<file path="config.mk">
export PLATFORM = sky130hd
export DESIGN_NAME = dma_state_ctrl
export DESIGN_NICKNAME = d
export VERILOG_FILES = /design/src/rtl/dma_state_pkg.sv /design/src/rtl/dma_evt_decode.sv /design/src/rtl/dma_ctl_table.sv /design/src/rtl/dma_seq_fsm.sv /design/src/rtl/dma_state_ctrl.sv
export SDC_FILE = /design/constraint.sdc
export NUM_CORES = 1
export LEC_CHECK = 0
export ABC_AREA = 1
export BUFFER_PORTS_ARGS = -buffer_cell sky130_fd_sc_hd__buf_2
export CORE_UTILIZATION = 45
export CTS_CLUSTER_DIAMETER = 30
export DETAILED_ROUTE_END_ITERATION = 12
export MAX_ROUTING_LAYER = met4
export PLACE_DENSITY = 0.68
export REMOVE_ABC_BUFFERS = 1
export SLEW_MARGIN = 20
export SYNTH_ARGS = -nofsm -noshare
export SYNTH_HDL_FRONTEND = slang
export SYNTH_HIERARCHICAL = 1
export SYNTH_SLANG_ARGS = --single-unit
</file>
<file path="constraint.sdc">
create_clock -name clk_i -period 2.1 [get_ports clk_i]
set_clock_uncertainty 0.15 [all_clocks]
set_input_delay 0.315 -clock clk_i [delete_from_list [all_inputs] [get_ports clk_i]]
set_output_delay 0.315 -clock clk_i [all_outputs]
set_load 0.02 [all_outputs]
</file>
<file path="src/rtl/dma_state_pkg.sv">
package dma_state_pkg;
  localparam int unsigned ST_W    = 3;
  localparam int unsigned NUM_EVT = 11;

  typedef enum logic [ST_W-1:0] {
    ST_DOWN  = 3'd0,
    ST_BOOT  = 3'd1,
    ST_IDLE  = 3'd2,
    ST_SWCLN = 3'd3,
    ST_HWCLN = 3'd4,
    ST_HALT  = 3'd5,
    ST_RUN   = 3'd6
  } st_e;

  localparam int unsigned E_DOWN    = 0;
  localparam int unsigned E_START   = 1;
  localparam int unsigned E_STARTED = 2;
  localparam int unsigned E_RUN     = 3;
  localparam int unsigned E_SWDONE  = 4;
  localparam int unsigned E_HWDONE  = 5;
  localparam int unsigned E_HALTED  = 6;
  localparam int unsigned E_IDLE    = 7;
  localparam int unsigned E_ERR_A   = 8;
  localparam int unsigned E_ERR_B   = 9;
  localparam int unsigned E_TICK    = 10;

  typedef struct packed {
    logic enable;
    logic int_en;
    logic halt;
    logic drain;
  } ctl_t;

  typedef struct packed {
    logic hw_start;
    logic hw_clean;
    logic sw_clean;
  } act_t;
endpackage

</file>
<file path="src/rtl/dma_evt_decode.sv">
module dma_evt_decode #(
  parameter int unsigned EVT_W   = 4,
  parameter int unsigned NUM_EVT = 11
) (
  input  logic               valid_i,
  input  logic [EVT_W-1:0]   code_i,
  output logic [NUM_EVT-1:0] hit_o
);
  for (genvar i = 0; i < NUM_EVT; i++) begin : g_hit
    assign hit_o[i] = valid_i && (code_i == EVT_W'(i));
  end
endmodule

</file>
<file path="src/rtl/dma_ctl_table.sv">
module dma_ctl_table
  import dma_state_pkg::*;
(
  input  st_e  state_i,
  output ctl_t ctl_o
);
  always_comb begin
    ctl_o = '0;
    unique case (state_i)
      ST_BOOT:  ctl_o = '{enable: 1'b0, int_en: 1'b1, halt: 1'b0, drain: 1'b0};
      ST_IDLE,
      ST_RUN:   ctl_o = '{enable: 1'b1, int_en: 1'b1, halt: 1'b0, drain: 1'b0};
      ST_HALT:  ctl_o = '{enable: 1'b0, int_en: 1'b1, halt: 1'b1, drain: 1'b1};
      ST_HWCLN,
      ST_SWCLN: ctl_o = '{enable: 1'b0, int_en: 1'b1, halt: 1'b1, drain: 1'b0};
      default:  ctl_o = '0;
    endcase
  end
endmodule

</file>
<file path="src/rtl/dma_seq_fsm.sv">
module dma_seq_fsm
  import dma_state_pkg::*;
#(
  parameter int unsigned N_EVT = NUM_EVT
) (
  input  logic             clk_i,
  input  logic             rst_ni,
  input  logic [N_EVT-1:0] hit_i,
  output st_e              state_o,
  output st_e              prev_o,
  output logic             run_req_o,
  output act_t             act_o
);
  st_e  state_q, state_d, prev_q;
  logic run_q, run_d;
  act_t act_q, act_d;

  // go-run / go-idle bookkeeping shared by all wait states
  function automatic logic flag_upd(logic cur, logic go_run, logic go_idle);
    if (go_run)  return 1'b1;
    if (go_idle) return 1'b0;
    return cur;
  endfunction

  always_comb begin
    state_d = state_q;
    run_d   = run_q;
    act_d   = '0;
    unique case (state_q)
      ST_DOWN: begin
        if (hit_i[E_RUN]) begin
          run_d   = 1'b1;
          state_d = ST_BOOT;
        end else if (hit_i[E_START]) begin
          state_d = ST_BOOT;
        end
      end
      ST_BOOT: begin
        if (hit_i[E_DOWN])         state_d = ST_DOWN;
        else if (hit_i[E_STARTED]) state_d = run_q ? ST_RUN : ST_IDLE;
        else run_d = flag_upd(run_q, hit_i[E_RUN], hit_i[E_IDLE]);
      end
      ST_IDLE: begin
        if (hit_i[E_DOWN]) state_d = ST_DOWN;
        else if (hit_i[E_RUN]) begin
          state_d = ST_RUN;
          run_d   = 1'b1;
        end
      end
      ST_SWCLN: begin
        if (hit_i[E_DOWN]) state_d = ST_DOWN;
        else if (hit_i[E_SWDONE]) begin
          state_d        = ST_BOOT;
          act_d.hw_start = 1'b1;
        end else run_d = flag_upd(run_q, hit_i[E_RUN], hit_i[E_IDLE]);
      end
      ST_HWCLN: begin
        if (hit_i[E_DOWN] || hit_i[E_HWDONE]) begin
          state_d        = hit_i[E_DOWN] ? ST_DOWN : ST_SWCLN;
          act_d.sw_clean = 1'b1;
        end else run_d = flag_upd(run_q, hit_i[E_RUN], hit_i[E_IDLE]);
      end
      ST_HALT: begin
        if (hit_i[E_DOWN]) begin
          state_d        = ST_DOWN;
          act_d.sw_clean = 1'b1;
        end else if (hit_i[E_HALTED]) begin
          state_d        = ST_HWCLN;
          act_d.hw_clean = 1'b1;
        end else run_d = flag_upd(run_q, hit_i[E_RUN], hit_i[E_IDLE]);
      end
      ST_RUN: begin
        if (hit_i[E_DOWN]) begin
          state_d        = ST_DOWN;
          act_d.sw_clean = 1'b1;
        end else if (hit_i[E_HALTED] || hit_i[E_ERR_A]) begin
          state_d        = ST_SWCLN;
          act_d.sw_clean = 1'b1;
        end else if (hit_i[E_IDLE]) begin
          state_d = ST_HALT;
          run_d   = 1'b0;
        end else if (hit_i[E_ERR_B]) begin
          state_d = ST_HALT;
        end
      end
      default: state_d = ST_DOWN;
    endcase
  end

  always_ff @(posedge clk_i or negedge rst_ni) begin
    if (!rst_ni) begin
      state_q <= ST_DOWN;
      prev_q  <= ST_DOWN;
      run_q   <= 1'b0;
      act_q   <= '0;
    end else begin
      state_q <= state_d;
      run_q   <= run_d;
      act_q   <= act_d;
      if (state_d != state_q) prev_q <= state_q;
    end
  end

  assign state_o   = state_q;
  assign prev_o    = prev_q;
  assign run_req_o = run_q;
  assign act_o     = act_q;
endmodule

</file>
<file path="src/rtl/dma_state_ctrl.sv">
module dma_state_ctrl
  import dma_state_pkg::*;
#(
  parameter int unsigned EVT_W = 4
) (
  input  logic             clk_i,
  input  logic             rst_ni,
  input  logic             evt_valid_i,
  input  logic [EVT_W-1:0] evt_code_i,
  output logic [ST_W-1:0]  state_o,
  output logic             run_req_o,
  output logic             eng_enable_o,
  output logic             eng_int_en_o,
  output logic             eng_halt_o,
  output logic             eng_drain_o,
  output logic             hw_start_o,
  output logic             hw_clean_o,
  output logic             sw_clean_o,
  output logic [ST_W-1:0]  prev_state_o,
  output logic [EVT_W-1:0] last_event_o
);
  logic [NUM_EVT-1:0] hit;
  st_e                state, prev;
  act_t               act;
  ctl_t               ctl;
  logic [EVT_W-1:0]   last_evt_q;

  dma_evt_decode #(.EVT_W(EVT_W), .NUM_EVT(NUM_EVT)) u_dec (
    .valid_i (evt_valid_i),
    .code_i  (evt_code_i),
    .hit_o   (hit)
  );

  dma_seq_fsm #(.N_EVT(NUM_EVT)) u_fsm (
    .clk_i     (clk_i),
    .rst_ni    (rst_ni),
    .hit_i     (hit),
    .state_o   (state),
    .prev_o    (prev),
    .run_req_o (run_req_o),
    .act_o     (act)
  );

  dma_ctl_table u_tbl (
    .state_i (state),
    .ctl_o   (ctl)
  );

  always_ff @(posedge clk_i or negedge rst_ni) begin
    if (!rst_ni)          last_evt_q <= '0;
    else if (evt_valid_i) last_evt_q <= evt_code_i;
  end

  assign state_o      = state;
  assign prev_state_o = prev;
  assign last_event_o = last_evt_q;
  assign eng_enable_o = ctl.enable;
  assign eng_int_en_o = ctl.int_en;
  assign eng_halt_o   = ctl.halt;
  assign eng_drain_o  = ctl.drain;
  assign hw_start_o   = act.hw_start;
  assign hw_clean_o   = act.hw_clean;
  assign sw_clean_o   = act.sw_clean;
endmodule

</file>
==> results.md <==
- Status: finished, violations left
- Failing checks: DRC
- Via count: 1295
- # diodes: 0
- Syn Inst Count: 185
- Hold path startpoint: evt_code_i[2]
- Drt wl/cell: 12.3 um
- WHS Endpoint: last_event_o[2]
- Placed Cells: 242
- Clock buffer depth: 2
- Root buf cell: clkbuf_4
- DIE HEIGHT: 52.9 um
- DRT iter0 DRCs: 62
- Die W: 52.9 um
- Critical path required time: 2.11 ns
- Critical-path cell list: buf_4 > nand2_1 > inv_1 > nand2_1 > nand2_1 > o21ai_1 > nand2_1 > nand2_2 > nand3_1 > nand2_1 > nand2_1
- Finished Layout Cells: 247
- Switching share of power: 40.5%
- Worst-path clk slew: 0.08 ns
- I/O Pins: 25
- Slew HR: 78.2%
- Htree depth: 1
- Peak supply drop: 0.473 mV
- TritonCTS Buffers: 3
- Hold path depth: 3
- DRC viols: 2
- P_sw: 365 uW
- Worst reg2reg startpoint: u_fsm/state_o[2]
- Int Pwr: 536 uW
- Fin crit share: 88.2%
- First-pass DRT Iterations: 8
- Hold Path Class: in -> reg
- Vias/cell: 5.24
- Static Leak: 0.814 nW
- CP Data Arrival Time: 1.86 ns
- Routability-driven placement congestion ratio: 0.927
- Mapped cell area: 1170 um^2
- Measured slew at the worst slew-check pin: 0.325 ns
- Clock Latency Late Sink: 0.27 ns
- Flop pwr share: 37.8%
- Final hold violation count: 0
- Layout net count: 225
- Vias in the first global route: 1119
- Max Cap Viol: 0
- Setup violators final: 0
- Clk sinks: 14
- Fill cells: 258
- First-pass GRT wire length: 4970 um
- Detailed placement HPWL: 2430 um
- Setup_tns: 0 ns
- Initial core utilization: 47.6%
- Die area: 2800 um^2
- Min cycle time layout: 1.85 ns
- Clock share of power: 20.7%
- Routed Antenna Nets: 0
- Fmax: 540 MHz
- IO Port Bufs: 24
- Initial antenna violation count: 0
- Critical Path Max Stage Delay: 0.46 ns
- Worst-path maximum fanout: 5
- RSZ-0062 raised after global routing: no
- Grt ovf: 0
- Post-Route WL: 3040 um
- RR Endpoint: u_fsm/prev_o[1]
- Final Core Density: 56.5%
- TritonCTS clock tree: built
- CP Class: reg -> reg
- Fraction of layout cells with a size suffix above 1: 28.1%
- Slowest CP cell: dfrtp_1
- Core Rows: 18
- PD cells: 650 nW/um^2
- Syn_area_per_cell: 6.31 um^2
- Fin. max-slew vios: 0
- Combinational fraction of design power: 41.4%
- Yosys warns: 6
- Core area: 2450 um^2
- CP endpoint kind: flop
- Total GRT Usage: 24.7%
- Largest net degree at the start of global routing: 16
- R2r setup slk: 0.25 ns
- Area Overhead vs Synth: 18.9%
- R2R depth: 11
- Setup crit start kind: flop
- Critical Path Most Common Cell: nand2_1
[power groups by stage]
stage / clock [mW] / sequential (mW) / combinational (mW)
after floorplan: 0 / 0.405 / 0.180
after global placement: 0 / 0.344 / 0.364
after detailed placement: 0 / 0.347 / 0.370
after CTS: 0.194 / 0.342 / 0.372
after global routing: 0.211 / 0.345 / 0.418
final: 0.187 / 0.341 / 0.374
[state kept, by name (all words and copies together), names as in the netlist]
register	cells
u_fsm/state_o	3
u_fsm/act_o	3
last_event_o	4
u_fsm/prev_o	3
u_fsm/run_req_o	1
[area by class of cell]
cell class              count  area (um^2)  area share [%]
flip-flops and latches     14          352            25.3
clock buffers               4         36.3            2.61
inverters                  27          101            7.30
repair buffers             33          190            13.7
well taps                  30         37.5            2.71
multi-input cells         139          671            48.3
[metrics by stage]
| stage | setup WS, ns | hold slack (ns) | total power, mW | instance area, um^2 |
|---|---|---|---|---|
| after floorplan | 0.134 | -0.131 | 0.584 | 1120 |
| after detailed placement | 0.0725 | 0.0755 | 0.718 | 1340 |
| after CTS | 0.117 | 0.134 | 0.908 | 1390 |
| after global routing | 0.0972 | 0.133 | 0.975 | 1390 |
| after global placement | 0.105 | 0.0656 | 0.708 | 1340 |
| final | 0.248 | 0.140 | 0.902 | 1390 |
[worst max-delay path, delay by kind of cell (launching register included)]
kind,cells,cell delay [ns]
AO/OA/AOI/OAI,1,0.18
buffers and inverters,2,0.26
flip-flops,1,0.46
AND/OR/NAND/NOR,8,0.71
[worst max-delay path by stage]
stage | cells after the start | to | from
3_3_place_gp | 12 | u_fsm/prev_o[1] | evt_valid_i
4_1_cts | 11 | u_fsm/prev_o[1] | u_fsm/state_o[1]
5_1_grt | 10 | u_fsm/prev_o[2] | u_fsm/state_o[1]
2_1_floorplan | 11 | u_fsm/prev_o[0] | u_fsm/state_o[0]
6_report | 11 | u_fsm/prev_o[1] | u_fsm/state_o[2]
3_5_place_dp | 12 | u_fsm/prev_o[1] | evt_valid_i
[timing repair]
item,CTS,global route
hold buffers,1,0
setup buffers,0,0
endpoints found under the hold margin,14,0
setup endpoints to repair,0,3
gates resized for setup,0,1
[routing by layer]
layer | routed length (um) | global-route usage (%) | part of all wire (%) | vias up
met3 | 203 | 2.87 | 6.7 | 2
li1 | - | - | - | 646
met1 | 1440 | 34.4 | 47 | 598
met4 | 14 | 6.14 | 0.46 | 0
met5 | 0 | - | 0 | -
met2 | 1390 | 37.8 | 46 | 49
[cells in the final DEF (no fill, tap or decap)]
| master | count |
|---|---|
| o2111ai_1 | 1 |
| nand3_4 | 1 |
| clkbuf_4 | 3 |
| buf_4 | 8 |
| nor2_2 | 3 |
| nor3_1 | 3 |
| dlygate4sd3_1 | 1 |
| dfrtp_1 | 13 |
| nand2_1 | 52 |
| nand3_2 | 5 |
| dfrtp_2 | 1 |
| inv_1 | 20 |
| inv_2 | 7 |
| nor2_1 | 29 |
| a21oi_1 | 3 |
| o211ai_1 | 1 |
| nand4_1 | 3 |
| o21ai_0 | 6 |
| buf_2 | 24 |
| nor2_4 | 3 |
| nand3_1 | 21 |
| o21ai_1 | 3 |
| clkbuf_8 | 1 |
| nand2_2 | 5 |
Power figures use the tool's default switching activity.
